### config.mk
export PLATFORM = sky130hd
export DESIGN_NAME = bus_ack_watchdog
export DESIGN_NICKNAME = d
export VERILOG_FILES = /design/src/rtl/bus_ack_watchdog.sv
export SDC_FILE = /design/constraint.sdc
export NUM_CORES = 1
export LEC_CHECK = 0
export BUFFER_PORTS_ARGS = -buffer_cell sky130_fd_sc_hd__buf_2
export CAP_MARGIN = 0
export CELL_PAD_IN_SITES_DETAIL_PLACEMENT = 0
export CELL_PAD_IN_SITES_GLOBAL_PLACEMENT = 2
export CORE_MARGIN = 8
export CORE_UTILIZATION = 27
export DETAILED_ROUTE_END_ITERATION = 8
export PLACE_DENSITY = 0.77
export RECOVER_POWER = 25
export REMOVE_ABC_BUFFERS = 1
export SLEW_MARGIN = 25
export SYNTH_ARGS = -nofsm -noshare
export SYNTH_HDL_FRONTEND = slang
export SYNTH_SLANG_ARGS = --single-unit
### constraint.sdc
create_clock -name clk -period 2.3 [get_ports clk]
set_clock_uncertainty 0.2 [all_clocks]
set_input_delay 0.23 -clock clk [delete_from_list [all_inputs] [get_ports clk]]
set_output_delay 0.23 -clock clk [all_outputs]
set_load 0.01 [all_outputs]
### src/rtl/bus_ack_watchdog.sv
module bus_ack_watchdog #(
  parameter int CNT_W = 8
) (
  input  logic             clk,
  input  logic             rst_n,
  input  logic             mon_en,
  input  logic [CNT_W-1:0] tmo_limit,
  input  logic             acc_start,
  input  logic             acc_ext_ack,
  input  logic             ack_in,
  input  logic             acc_done,
  input  logic             err_clr,
  output logic             tmo_abort,
  output logic             tmo_flag
);

  logic             busy;
  logic [CNT_W-1:0] wait_cnt;
  logic             expire;
  logic             watch_start;

  assign watch_start = mon_en && acc_start && acc_ext_ack;
  assign expire      = busy && mon_en && !ack_in && !acc_done && (wait_cnt >= tmo_limit);

  always_ff @(posedge clk) begin
    if (!rst_n) begin
      busy      <= 1'b0;
      wait_cnt  <= '0;
      tmo_abort <= 1'b0;
      tmo_flag  <= 1'b0;
    end else begin
      tmo_abort <= expire;
      tmo_flag  <= expire | (tmo_flag & ~err_clr);
      if (watch_start) begin
        busy     <= 1'b1;
        wait_cnt <= '0;
      end else if (!mon_en || acc_done || expire) begin
        busy     <= 1'b0;
      end else if (busy) begin
        wait_cnt <= ack_in ? '0 : wait_cnt + 1'b1;
      end
    end
  end

  // a flag rise is always accompanied by an abort
  assert_flag_rise_R7: assert property (@(posedge clk) disable iff (!rst_n)
    $rose(tmo_flag) |-> tmo_abort);

  // abort implies flag
  assert_abort_sets_flag_R7: assert property (@(posedge clk) disable iff (!rst_n)
    tmo_abort |-> tmo_flag);

  // flag holds without a clear
  assert_flag_sticky_R7: assert property (@(posedge clk) disable iff (!rst_n)
    (tmo_flag && !err_clr) |=> tmo_flag);

  // no abort after an edge that saw the monitor disabled
  assert_no_abort_disabled_R6: assert property (@(posedge clk) disable iff (!rst_n)
    $past(!mon_en) |-> !tmo_abort);

  // an acknowledged edge never produces an abort
  assert_ack_blocks_abort_R3: assert property (@(posedge clk) disable iff (!rst_n)
    $past(ack_in) |-> !tmo_abort);

  // a completing edge never produces an abort
  assert_done_blocks_abort_R4: assert property (@(posedge clk) disable iff (!rst_n)
    $past(acc_done) |-> !tmo_abort);

  // abort only comes from a watched access
  assert_abort_needs_busy_R2: assert property (@(posedge clk) disable iff (!rst_n)
    tmo_abort |-> $past(busy));

endmodule

==> results.tsv, run 1 <==
stage	metric	value	unit
timing	Period minus WS final	2.29	ns
power	P per Cell Area	346	nW/um2
synthesis	Yosys Warn Count	0	
clocking	CTS Hold Buffers Added	0	
cells_and_area	Layout fillers	325	
synthesis	Synth area leaders	dfxtp_1 27%, ha_1 14%, nand2_1 6.0%	
clocking	Worst-path clk slew	0.09	ns
timing	Max Slew Vio Count	0	
power	Final Power	375	uW
timing	RSZ-0062 raised after global routing	yes	
cells_and_area	Area Growth Syn to Fin	33.9	%
synthesis	Synth cell types	32	
placed_design	gpl congestion	0.795	
timing	fmax	437	MHz
power	Max VDD drop	135	uV
run_status	status	finished clean	
clocking	CTS H-tree lvls	1	
synthesis	Post-synth EDFFs	0	
timing	measured slew at the worst slew-check pin	0.465	ns
cells_and_area	diode count	0	
timing	Hold Fails Final Rpt	0	
setup_path	Req. time, crit path	2.30	ns
timing	Final period util	0.995	
floorplan	Core Area	2950	um2
route	DRT iter0 DRCs	45	
setup_path	CP Class	flop to flop	
synthesis	cell taking the most area after synthesis	dfxtp_1	
route	WL final	2070	um
grt	remaining global-route overflow	0	
floorplan	DIE AREA	5000	um2
route	drt pass-1 iters	5	
synthesis	Post-synth ARST share	0	
grt	largest net degree at the start of global routing	12	
grt	vias in the first global route	792	
floorplan	Die Y	70.7	um
setup_path	Startpoint Class	flop	
grt	global-route wire length before repair	3520	um
route	Final ANT Viol Nets	0	
route	# DRC	0	
synthesis	cell area after synthesis	808	um2
setup_path	CP arrival	2.29	ns
cells_and_area	layout cells sized above 1	0.318	
timing	Max-slew headroom	0.689	
synthesis	Syn Inst Count	98	
placed_design	dpl cell area	995	um2
placed_design	DP HPWL	1640	um
power	leakage power	0.000468	uW
worst_hold_path	Worst Hold Class	primary input to flop	
clocking	CTS buffer count	3	
cells_and_area	most common cell after layout, fill and taps aside	buf_2	
clocking	Root Buffer	clkbuf_4	
floorplan	num rows	20	
synthesis	top_reg_cell synth	dfxtp_1	
floorplan	Initial Util	0.274	
route	WL/cell	12.8	um
run	max cap viols	0	
route	routed vias	817	
cells_and_area	fin area	1080	um2
setup_path	Setup crit end kind	flop	
synthesis	post-synth top area share	0.272	
timing	Setup-failing EPs final	0	
synthesis	synthesized flop and latch total	11	
timing	setup TNS	0	ns
floorplan	die width	70.7	um
clocking	Num Clock Sinks	11	
synthesis	syn_area_per_cell	8.25	um2
floorplan	io pins	18	
clocking	clock tree buffer depth	2	
cells_and_area	fin nets	155	
setup_path	CP Max Fanout	8	
clocking	CTS tree	yes	
grt	gr usage total	0.0841	
cells_and_area	most frequent cells in the layout	16 x buf_2, 13 x nand2_1, 11 x buf_4	
placed_design	Buffers on Ports	17	
grt	initial antenna violation count	0	
clocking	clk_lat worst skew	0.27	ns
route	via/cell ratio	5.04	
synthesis	sequential area share after synthesis	0.272	
area by class of cell:
cell class | instances | area [um2] | share of cell area
Tap cell | 33 | 41.3 | 0.0382
Clock inverter | 1 | 5.00 | 0.00462
Sequential cell | 11 | 221 | 0.205
Multi-Input combinational cell | 74 | 573 | 0.529
Inverter | 11 | 41.3 | 0.0382
Timing Repair Buffer | 29 | 178 | 0.164
Clock buffer | 3 | 22.5 | 0.0208
repair_timing:
| item | in CTS | in global routing |
|---|---|---|
| pin swaps | 2 | 11 |
| gates resized for setup | 1 | 9 |
| setup buffers | 1 | 2 |
| hold endpoints to repair | 0 | 0 |
| setup endpoints to repair | 6 | 6 |
registers in the layout, indices dropped and copies added, names as in the netlist:
signal / cells
wait_cnt: 8
tmo_flag: 1
busy: 1
tmo_abort: 1
path summary, 6_finish.rpt:
check / start / endpoint / slack, ns / cells past startpoint
worst min register to register: wait_cnt[7]$_SDFFE_PP0P_ / wait_cnt[7]$_SDFFE_PP0P_ / 0.33 / 2
worst min-delay path: rst_n / busy$_SDFFE_PN0P_ / 0.009 / 3
worst max register to register: wait_cnt[0]$_SDFFE_PP0P_ / wait_cnt[6]$_SDFFE_PP0P_ / 0.01 / 7
worst max-delay path: wait_cnt[0]$_SDFFE_PP0P_ / wait_cnt[6]$_SDFFE_PP0P_ / 0.01 / 7
worst max-delay path, stage by stage, from the launching register on:
cell	delay [ns]
dfxtp_2	0.34
inv_2	0.04
ha_4	0.22
nand2b_4	0.14
a2111oi_4	0.42
o211ai_4	0.18
or4b_4	0.55
a31oi_1	0.13
through the flow:
stage	setup slack (ns)	std cells	hold WS, ns	util
after detailed placement	-0.0824	155	0.292	0.337
after CTS	0.00258	160	0.00558	0.352
final	0.0112	162	0.00868	0.367
after floorplan	-0.0964	96	0.146	-
after global placement	-0.0398	155	0.286	0.337
after global routing	-0.0773	162	0.0285	0.367
per-layer routing:
layer | part of all wire | vias to the layer above | GRT usage
met3 | 0.025 | 2 | 0.0141
met2 | 0.51 | 6 | 0.145
met4 | 0.010 | 0 | 0.0346
li1 | - | 431 | -
met1 | 0.45 | 378 | 0.0998
met5 | 0 | - | 0
kinds of logic (layout without fill, tap and decap cells):
family / count (synthesis) / count (layout) / synth area share
compound gates: 28 / 28 / 0.269
buf+inv: 13 / 44 / 0.0604
simple gates: 37 / 37 / 0.259
fa+ha+maj: 9 / 9 / 0.139
flops: 11 / 11 / 0.272
report_power, final:
part	switching [uW]	internal (uW)	leakage, uW
sequential	0.362	191	0.0000892
combinational	23.1	23.0	0.000361
clock	73.0	64.3	0.0000177
total	96.5	278	0.000468
cell usage after synthesis, types with 2 or more instances:
cell and instances:
a21oi_1 3, a31oi_1 7, clkbuf_1 2, dfxtp_1 11, ha_1 9, inv_1 11
nand2_1 13, nand3_1 3, nor2_1 6, nor2b_1 2, o211ai_1 4, o21ai_0 2
o311ai_0 2, o31ai_1 2, or4_1 2, or4b_1 3
(Power assumes the default switching activity.)
==> inputs of run 2 (changes only) <==
HOLD_SLACK_MARGIN = 0.1   (was not set)
==> run 2 against run 1 <==
Net effect:
- via count up 1.3%
- critical path type unchanged
- register-to-register slack about the same
- largest power group unchanged
- first-iteration DRC count up 24%
- cell count up 2.5%
==> results.tsv, run 2 (same netlist as run 1, synthesis figures left out) <==
stage	metric	value	unit	change
setup_path	reg2reg path depth	7		unchanged
cells_and_area	most frequent cells in the layout	16 x buf_2, 13 x nand2_1, 11 x buf_4		unchanged
setup_path	critical path's slowest cell	or4b_4		unchanged
route	# DRC	0		unchanged
worst_hold_path	Hold Path Cell Cnt	4		was 3
route	via/cell ratio	4.99		was 5.04
route	Final ANT Viol Nets	0		unchanged
cells_and_area	Largest register FFs	8		unchanged
placed_design	Buffers on Ports	17		unchanged
placed_design	DP Cell Count	155		unchanged
floorplan	num rows	20		unchanged
timing	fmax	437	MHz	about the same
grt	vias in the first global route	805		was 792
run	max cap viols	0		unchanged
setup_path	WP buf/inv	1		unchanged
worst_hold_path	hold path endpoint	wait_cnt[1]$_SDFFE_PP0P_		was busy$_SDFFE_PN0P_
setup_path	flop2flop setup slack	0.01	ns	about the same
setup_path	number of cells on the critical path	7		unchanged
floorplan	Initial Util	0.274		unchanged
cells_and_area	Layout fillers	320		was 325
route	WL/cell	12.6	um	was 12.8 um
clocking	Worst-path clk slew	0.09	ns	about the same
setup_path	Startpoint Class	flop		unchanged
setup_path	Setup crit end kind	flop		unchanged
timing	measured slew at the worst slew-check pin	0.462	ns	was 0.465 ns
cells_and_area	fin area	1120	um2	was 1080 um2
cells_and_area	most common cell after layout, fill and taps aside	buf_2		unchanged
timing	Max Slew Vio Count	0		unchanged
cells_and_area	diode count	0		unchanged
clocking	clock tree buffer depth	2		unchanged
setup_path	CP Class	flop to flop		unchanged
timing	Final period util	0.995		about the same
clocking	CTS H-tree lvls	1		unchanged
setup_path	Critical Path, Cell by Cell	inv_2 > ha_4 > nand2b_4 > a2111oi_4 > o211ai_4 > or4b_4 > a31oi_1		unchanged
floorplan	die width	70.7	um	unchanged
setup_path	Critical Path Max Stage Delay	0.55	ns	about the same
timing	Period minus WS final	2.29	ns	about the same
power	Final Power	380	uW	was 375 uW
worst_hold_path	Worst Hold Class	primary input to flop		unchanged
setup_path	Top delay family on crit path	compound AO/OA/AOI/OAI gates		unchanged
setup_path	CP Max Fanout	8		unchanged
cells_and_area	most flop-heavy register	wait_cnt		unchanged
placed_design	dpl cell area	995	um2	unchanged
setup_path	CP arrival	2.29	ns	about the same
floorplan	Die Y	70.7	um	unchanged
grt	remaining global-route overflow	0		unchanged
route	WL final	2100	um	was 2070 um
timing	Setup-failing EPs final	0		unchanged
power	leakage power	0.000483	uW	was 0.000468 uW
cells_and_area	FF+latch area	221	um2	unchanged
timing	Max-slew headroom	0.691		was 0.689
timing	RSZ-0062 raised after global routing	yes		unchanged
route	drt pass-1 iters	5		unchanged
setup_path	Worst Setup SP	wait_cnt[0]$_SDFFE_PP0P_		unchanged
grt	largest net degree at the start of global routing	12		unchanged
cells_and_area	fin cells	166		was 162
setup_path	Critical R2R Launch	wait_cnt[0]$_SDFFE_PP0P_		unchanged
clocking	CTS buffer count	3		unchanged
timing	Hold Fails Final Rpt	0		unchanged
placed_design	gpl congestion	0.795		unchanged
clocking	Num Clock Sinks	11		unchanged
setup_path	r2r endpoint	wait_cnt[6]$_SDFFE_PP0P_		unchanged
clocking	CTS tree	yes		unchanged
run_status	status	finished clean		unchanged
grt	global-route wire length before repair	3600	um	was 3520 um
cells_and_area	layout cells sized above 1	0.308		was 0.318
clocking	clk_lat worst skew	0.27	ns	about the same
cells_and_area	Multi-input gate area	573	um2	unchanged
setup_path	Req. time, crit path	2.30	ns	about the same
power	P per Cell Area	338	nW/um2	was 346 nW/um2
floorplan	io pins	18		unchanged
route	DRT iter0 DRCs	56		was 45
floorplan	DIE AREA	5000	um2	unchanged
clocking	Root Buffer	clkbuf_4		unchanged
cells_and_area	fin nets	159		was 155
cells_and_area	Area Growth Syn to Fin	38.9	%	was 33.9%
route	routed vias	828		was 817
floorplan	Core Area	2950	um2	unchanged
cells_and_area	final core utilization	0.380		was 0.367
grt	gr usage total	0.0859		was 0.0841
placed_design	DP HPWL	1640	um	unchanged
grt	initial antenna violation count	0		unchanged
power	Max VDD drop	135	uV	about the same
worst_hold_path	min-delay src	ack_in		was rst_n
run 2: cell types whose count changed in the layout (fill, tap and decap cells not counted), sizes merged:
| cell | before | now |
|---|---|---|
| dlygate4sd3 | 0 | 4 |
run 2: layer usage:
layer  vias up  track usage  part of all wire
met5         -            0                 0
met4         0       0.0346             0.010
met3         2       0.0141             0.025
met2         6        0.146              0.51
met1       381        0.104              0.45
li1        439            -                 -
run 2: cell type report:
cell class,count,area share
flip-flops and latches,11,0.197
clock buffers,3,0.0201
repair buffers,33,0.194
clock inverters,1,0.00446
well taps,33,0.0368
multi-input cells,74,0.511
inverters,11,0.0368
run 2: worst max-delay path by stage:
stage / slack (ns) / endpoint
2_1_floorplan: -0.1 / wait_cnt[6]$_SDFFE_PP0P_
5_1_grt: -0.08 / wait_cnt[6]$_SDFFE_PP0P_
6_report: 0.01 / wait_cnt[6]$_SDFFE_PP0P_
3_3_place_gp: -0.04 / wait_cnt[3]$_SDFFE_PP0P_
3_5_place_dp: -0.08 / wait_cnt[6]$_SDFFE_PP0P_
4_1_cts: 0.003 / wait_cnt[3]$_SDFFE_PP0P_
run 2: tightest hold or removal path, stage by stage:
cell	delay (ns)
buf_2	0.11
nor2_1	0.07
nand2_1	0.06
o31ai_1	0.05
run 2: stage by stage:
stage	hold slack (ns)	setup TNS, ns	setup slack, ns
2_1_floorplan	0.146	-0.443	-0.0964
3_3_place_gp	0.286	-0.123	-0.0398
3_5_place_dp	0.292	-0.404	-0.0824
4_1_cts	0.100	0	0.00258
5_1_grt	0.137	-0.313	-0.0773
6_report	0.109	0	0.0112
run 2: where the power goes:
part	internal, uW	switching (uW)
registers	191	0.362
clock network	64.3	73.0
logic	27.2	23.8
total	282	97.2
run 2: repair_timing:
| item | 4_1_cts | 5_1_grt |
|---|---|---|
| setup endpoints to repair | 6 | 6 |
| setup buffers | 1 | 2 |
| resized for setup | 1 | 9 |
| gates cloned | 0 | 0 |
| pin swaps | 2 | 11 |
| hold buffers | 4 | 0 |
| endpoints found under the hold margin | 3 | 0 |
